===== src/rtl/rtc_alarm_pkg.sv =====
// Shared constants for the real-time clock alarm match unit.
// Assumes the time fields are bytes and the wildcard lives in the top two bits.
package rtc_alarm_pkg;

    // Field indices; the order is the byte order of the time bus
    typedef enum logic [2:0] {
        FLD_SEC = 3'd0,
        FLD_MIN = 3'd1,
        FLD_HR  = 3'd2,
        FLD_DAY = 3'd3,
        FLD_MON = 3'd4
    } field_e;

    localparam int unsigned ALM_FIELDS  = 5;
    localparam int unsigned ALM_FIELD_W = 8;
    localparam int unsigned ALM_WILD_W  = 2;

endpackage


===== src/rtl/rtc_alarm_regs.sv =====
// Alarm byte storage: one byte per time field, written one at a time.
// Assumes writes to an index at or above N_FIELDS are to be dropped.
module rtc_alarm_regs #(
    parameter int unsigned N_FIELDS = rtc_alarm_pkg::ALM_FIELDS,
    parameter int unsigned FIELD_W  = rtc_alarm_pkg::ALM_FIELD_W,
    parameter int unsigned SEL_W    = $clog2(N_FIELDS)
) (
    input  logic                         clk,
    input  logic                         rst_n,
    input  logic                         wr_en,
    input  logic [SEL_W-1:0]             wr_sel,
    input  logic [FIELD_W-1:0]           wr_data,
    output logic [N_FIELDS*FIELD_W-1:0]  alarm_flat
);

    localparam logic [FIELD_W-1:0] RESET_VAL = '0;

    for (genvar gi = 0; gi < N_FIELDS; gi++) begin : g_byte
        logic [FIELD_W-1:0] byte_q;
        logic               hit_sel;

        // Decode whether this byte is the write target
        always_comb begin
            hit_sel = wr_en && (wr_sel == SEL_W'(gi));
        end

        // Hold the alarm byte; load it on a targeted write
        always_ff @(posedge clk) begin
            if (!rst_n) begin
                byte_q <= RESET_VAL;
            end else if (hit_sel) begin
                byte_q <= wr_data;
            end
        end

        assign alarm_flat[gi*FIELD_W +: FIELD_W] = byte_q;
    end

endmodule


===== src/rtl/rtc_alarm_cmp.sv =====
// Per-field comparison of alarm bytes against the current time.
// A byte whose top WILD_W bits are all ones matches any time value.
// Purely combinational; the caller qualifies the result with the update strobe.
module rtc_alarm_cmp #(
    parameter int unsigned N_FIELDS = rtc_alarm_pkg::ALM_FIELDS,
    parameter int unsigned FIELD_W  = rtc_alarm_pkg::ALM_FIELD_W,
    parameter int unsigned WILD_W   = rtc_alarm_pkg::ALM_WILD_W
) (
    input  logic [N_FIELDS*FIELD_W-1:0] alarm_flat,
    input  logic [N_FIELDS*FIELD_W-1:0] time_flat,
    output logic [N_FIELDS-1:0]         field_hit,
    output logic                        all_hit
);

    for (genvar gi = 0; gi < N_FIELDS; gi++) begin : g_fld
        logic [FIELD_W-1:0] alm_b;
        logic [FIELD_W-1:0] now_b;
        logic               wild;
        logic               equal;

        // Slice the two bytes and judge this field
        always_comb begin
            alm_b        = alarm_flat[gi*FIELD_W +: FIELD_W];
            now_b        = time_flat[gi*FIELD_W +: FIELD_W];
            wild         = &alm_b[FIELD_W-1 -: WILD_W];
            equal        = (alm_b == now_b);
            field_hit[gi] = wild | equal;
        end
    end

    // All fields must agree for an alarm
    always_comb begin
        all_hit = &field_hit;
    end

endmodule


===== src/rtl/rtc_alarm_status.sv =====
// Alarm flag, companion event pulse and interrupt request.
// Assumes tick_done is a single-cycle strobe and all_hit is valid with it.
// A match wins over a clear at the same edge; irq rises only on a fresh alarm.
module rtc_alarm_status (
    input  logic clk,
    input  logic rst_n,
    input  logic tick_done,
    input  logic all_hit,
    input  logic irq_en,
    input  logic flag_clr,
    output logic alarm_flag,
    output logic alarm_evt,
    output logic irq
);

    logic match_now;
    logic fresh;
    logic flag_q;
    logic evt_q;
    logic irq_q;

    // Qualify the comparison with the update strobe and detect a new alarm
    always_comb begin
        match_now = tick_done & all_hit;
        fresh     = match_now & (~flag_q | flag_clr);
    end

    // Latched flag: set by a match, cleared by a status read
    always_ff @(posedge clk) begin
        if (!rst_n) begin
            flag_q <= 1'b0;
        end else if (match_now) begin
            flag_q <= 1'b1;
        end else if (flag_clr) begin
            flag_q <= 1'b0;
        end
    end

    // One-cycle indication per match to the companion unit
    always_ff @(posedge clk) begin
        if (!rst_n) begin
            evt_q <= 1'b0;
        end else begin
            evt_q <= match_now;
        end
    end

    // Interrupt request: raised on a fresh alarm when enabled
    always_ff @(posedge clk) begin
        if (!rst_n) begin
            irq_q <= 1'b0;
        end else if (!irq_en) begin
            irq_q <= 1'b0;
        end else if (fresh) begin
            irq_q <= 1'b1;
        end else if (flag_clr) begin
            irq_q <= 1'b0;
        end
    end

    assign alarm_flag = flag_q;
    assign alarm_evt  = evt_q;
    assign irq        = irq_q;

endmodule


===== src/rtl/rtc_alarm_match.sv =====
// Top of the alarm match unit: alarm byte storage, field comparators
// and status logic. Assumes cur_time is stable while tick_done is high.
module rtc_alarm_match #(
    parameter int unsigned N_FIELDS = rtc_alarm_pkg::ALM_FIELDS,
    parameter int unsigned FIELD_W  = rtc_alarm_pkg::ALM_FIELD_W,
    parameter int unsigned WILD_W   = rtc_alarm_pkg::ALM_WILD_W,
    parameter int unsigned SEL_W    = $clog2(N_FIELDS)
) (
    input  logic                        clk,
    input  logic                        rst_n,
    input  logic [N_FIELDS*FIELD_W-1:0] cur_time,
    input  logic                        tick_done,
    input  logic                        wr_en,
    input  logic [SEL_W-1:0]            wr_sel,
    input  logic [FIELD_W-1:0]          wr_data,
    input  logic                        irq_en,
    input  logic                        flag_clr,
    output logic                        alarm_flag,
    output logic                        alarm_evt,
    output logic                        irq
);

    logic [N_FIELDS*FIELD_W-1:0] alarm_flat;
    logic [N_FIELDS-1:0]         field_hit;
    logic                        all_hit;

    rtc_alarm_regs #(
        .N_FIELDS (N_FIELDS),
        .FIELD_W  (FIELD_W),
        .SEL_W    (SEL_W)
    ) u_regs (
        .clk        (clk),
        .rst_n      (rst_n),
        .wr_en      (wr_en),
        .wr_sel     (wr_sel),
        .wr_data    (wr_data),
        .alarm_flat (alarm_flat)
    );

    rtc_alarm_cmp #(
        .N_FIELDS (N_FIELDS),
        .FIELD_W  (FIELD_W),
        .WILD_W   (WILD_W)
    ) u_cmp (
        .alarm_flat (alarm_flat),
        .time_flat  (cur_time),
        .field_hit  (field_hit),
        .all_hit    (all_hit)
    );

    rtc_alarm_status u_status (
        .clk        (clk),
        .rst_n      (rst_n),
        .tick_done  (tick_done),
        .all_hit    (all_hit),
        .irq_en     (irq_en),
        .flag_clr   (flag_clr),
        .alarm_flag (alarm_flag),
        .alarm_evt  (alarm_evt),
        .irq        (irq)
    );

endmodule


===== config.mk =====
export PLATFORM = sky130hd
export DESIGN_NAME = rtc_alarm_match
export DESIGN_NICKNAME = d
export VERILOG_FILES = /design/src/rtl/rtc_alarm_pkg.sv /design/src/rtl/rtc_alarm_regs.sv /design/src/rtl/rtc_alarm_cmp.sv /design/src/rtl/rtc_alarm_status.sv /design/src/rtl/rtc_alarm_match.sv
export SDC_FILE = /design/constraint.sdc
export NUM_CORES = 1
export LEC_CHECK = 0
export ABC_AREA = 1
export BUFFER_PORTS_ARGS = -buffer_cell sky130_fd_sc_hd__buf_2
export CAP_MARGIN = 20
export CORE_ASPECT_RATIO = 1.2
export CORE_MARGIN = 2
export CORE_UTILIZATION = 52
export DETAILED_ROUTE_END_ITERATION = 12
export PLACE_DENSITY = 0.82
export SKIP_CTS_REPAIR_TIMING = 1
export SLEW_MARGIN = 20
export SYNTH_ARGS = -nofsm -noshare
export SYNTH_HDL_FRONTEND = slang
export SYNTH_SLANG_ARGS = --single-unit
export TNS_END_PERCENT = 1

===== constraint.sdc =====
create_clock -name clk -period 1.6 [get_ports clk]
set_clock_uncertainty 0.2 [all_clocks]
set_input_delay 0.16 -clock clk [delete_from_list [all_inputs] [get_ports clk]]
set_output_delay 0.16 -clock clk [all_outputs]
set_load 0.01 [all_outputs]

==> flow_metrics.tcl <==
set metrics [dict create \
    grt_use_met3_pct 4.39 \
    grtUsageMet2_pct 43.1 \
    n_fill_cell 374 \
    port_buffers 59 \
    die_y_um 74.6 \
    max_freq_ghz 0.652 \
    vias_per_cell 4.81 \
    synth_seq_cells 43 \
    drtAntennaViolNets 0 \
    drt_drc_violations_left 0 \
    clock-root-buffer "clkbuf_8" \
    endpoint_kind "flip-flop" \
    cp_max_fo 4 \
    clkSlewWorstSetupHoldPaths_ns 0.08 \
    p_per_area_nw_per_um2 783 \
    violations "hold timing" \
    worstPathRequired_ns 1.64 \
    arrival_ns 1.57 \
    grt_first_pass_wirelength_mm 8.51 \
    die_w_um 62.8 \
    setup_viol 0 \
    status "finished, violations left" \
    grt_usage_pct 23.5 \
    wl_per_cell_um 11.3 \
    gp_congestion 0.834 \
    clk_path_buf_depth 2 \
    cts_sinks 43 \
    htree_num_levels 2 \
    grtUsageMet1_pct 25.4 \
    die-area_um2 4680 \
    crit_buf_inv 3 \
    cp-endpoint "u_status.irq$_SDFFE_PN0P_" \
    ioPinCount 60 \
    min_path_type "in2reg" \
    dpl_worst_slack_ns 0.146 \
    grt_pass1_vias 2081 \
    crit_path_start "rst_n" \
    yosysSeqAreaShare_pct 39.9 \
    cts_tree "built" \
    setup_slack_ns 0.0660 \
    cpLargestDelayFamily "buffers and inverters" \
    synthCells 318 \
    slowest_delay_ns 0.57 \
    synth_nets 375 \
    finalWirelength_mm 4.97 \
    crit_chain "dlygate4sd3_1, buf_2, nand2_1, dlygate4sd3_1, a21oi_2" \
    place_inst 429 \
    criticalPathCategory "in2reg" \
    antennaDiodeCount 0 \
    fin_nets 444 \
    whs_ns -0.0225 \
    peakVddDrop_v 0.000498 \
    drt_iter0_drc 49 \
    insertion_delay_ns 0.30 \
    ys_types 18 \
    grt_remaining_overflow 0 \
    syn_to_final_growth_pct 24.9 \
    finalMaxSlewViolations 0 \
    rows 25 \
    ys_warn_count 0 \
    cp_num_cells 5 \
    p_leak_nw 1.24 \
    core_um2 3970 \
    drt_pass1_iterations 4 \
    cts_buffers 5 \
    min_period_ns 1.53 \
    avgSynthCellArea_um2 6.79 \
    final_cells 442 \
    tightest_slew_ns 0.429 \
    cap_violations 0 \
    layout_common_cells "nand2_1 (72), buf_2 (59), nor2_1 (54)" \
    hold_violations 4 \
    drive_gt1_share_pct 24.5 \
    antenna_found_initial 0 \
    r2r_slack_ns 0.12 \
    cpMaxStageDelayCell "dlygate4sd3_1" \
    rr_worst_depth 9 \
    initial_core_util_pct 54.3 \
    busiest_layer "met2" \
    synth_area_um2 2160 \
    fin_crit_sh_pct 95.9 \
    rr_endpoint "u_status.alarm_flag$_SDFFE_PN0P_" \
    num_vias 2125 \
    timing.rr.start "u_regs.g_byte[1].byte_q[7]$_SDFFE_PN0P_" \
    grt_max_degree 40 \
    startpoint_type "primary input" \
    final_common_cell "nand2_1" \
    hpwl_mm 3.64 \
    slew_headroom_pct 71.3 \
    cpMostUsedCell "dlygate4sd3_1" \
]
## state kept, by name (all words and copies together), names as in the netlist
| register | cells |
|---|---|
| u_regs.g_byte.byte_q | 40 |
| u_status.alarm_flag | 1 |
| u_status.irq | 1 |
| u_status.alarm_evt | 1 |
## cells in the mapped netlist
cell type / count / area (µm²)
a21oi_2: 1 / 8.76
dfxtp_1: 43 / 861
nand3_1: 4 / 20.0
inv_1: 30 / 113
nand4_1: 2 / 12.5
nor2_4: 1 / 11.3
nor3_4: 1 / 16.3
inv_2: 11 / 41.3
buf_2: 3 / 15.0
o21ai_0: 39 / 195
a21oi_1: 19 / 95.1
a21boi_2: 1 / 11.3
o21ai_1: 1 / 5.00
nor2_2: 4 / 25.0
nor2_1: 54 / 203
nand2_1: 73 / 274
xnor2_1: 27 / 236
clkbuf_1: 4 / 15.0
## through the flow
step	TNS (ns)	total power [mW]	hold slack, ns	utilization (%)	cell area [µm²]
after floorplan	0	1.32	0.0898	-	2160
after global placement	0	1.45	0.203	64.0	2540
after detailed placement	0	1.46	0.213	64.0	2540
after CTS	0	2.11	-0.101	66.0	2620
after global routing	-0.00491	2.21	0.00519	67.9	2700
final	0	2.11	-0.0225	67.9	2700
## logic make-up (layout without fill, tap and decap cells)
family / count (synthesis) / count (layout) / share of synthesized area (%)
compound gates: 61 / 61 / 14.6
flops: 43 / 43 / 39.9
xor+xnor: 27 / 27 / 11.0
buf+inv: 48 / 118 / 8.52
simple gates: 139 / 139 / 26.0
## worst register-to-register path: stages (launching register included)
cell and delay (ns):
dfxtp_1 0.37, xnor2_1 0.13, nand2_1 0.07, nor2_1 0.12
nand2_1 0.07, nand2_1 0.08, nand2_2 0.08, nor2_4 0.12
nand2_1 0.07, a21oi_1 0.12
## metal layers
| metal | wire (µm) | vias up |
|---|---|---|
| met4 | 137 | 0 |
| met2 | 2480 | 58 |
| li1 | - | 1120 |
| met5 | 0 | - |
| met1 | 2120 | 934 |
| met3 | 235 | 13 |
## final cells by class
| class | count | area (µm²) | share of cell area [%] |
|---|---|---|---|
| clock buffer | 7 | 76.3 | 2.83 |
| clock inverter | 1 | 5.00 | 0.186 |
| inverter | 41 | 154 | 5.71 |
| multi-input combinational | 227 | 1130 | 42.0 |
| sequential | 43 | 865 | 32.1 |
| tap | 54 | 67.6 | 2.51 |
| timing repair buffer | 69 | 395 | 14.7 |
## worst min path at each step
stage,slack [ns],cells after the start,to,startpoint
after global routing,0.005,3,u_regs.g_byte[1].byte_q[6]$_SDFFE_PN0P_,wr_data[6]
final,-0.02,3,u_regs.g_byte[0].byte_q[3]$_SDFFE_PN0P_,wr_data[3]
after CTS,-0.10,3,u_status.irq$_SDFFE_PN0P_,irq_en
after global placement,0.20,3,u_status.irq$_SDFFE_PN0P_,irq_en
after floorplan,0.09,2,u_status.irq$_SDFFE_PN0P_,irq_en
after detailed placement,0.21,3,u_status.irq$_SDFFE_PN0P_,irq_en
## report_power, final
part	switching [mW]	internal [mW]	total (mW)
clock	0.356	0.306	0.662
combinational	0.164	0.155	0.319
sequential	0.0248	1.11	1.13
total	0.545	1.57	2.11
Power figures use the tool's default switching activity.
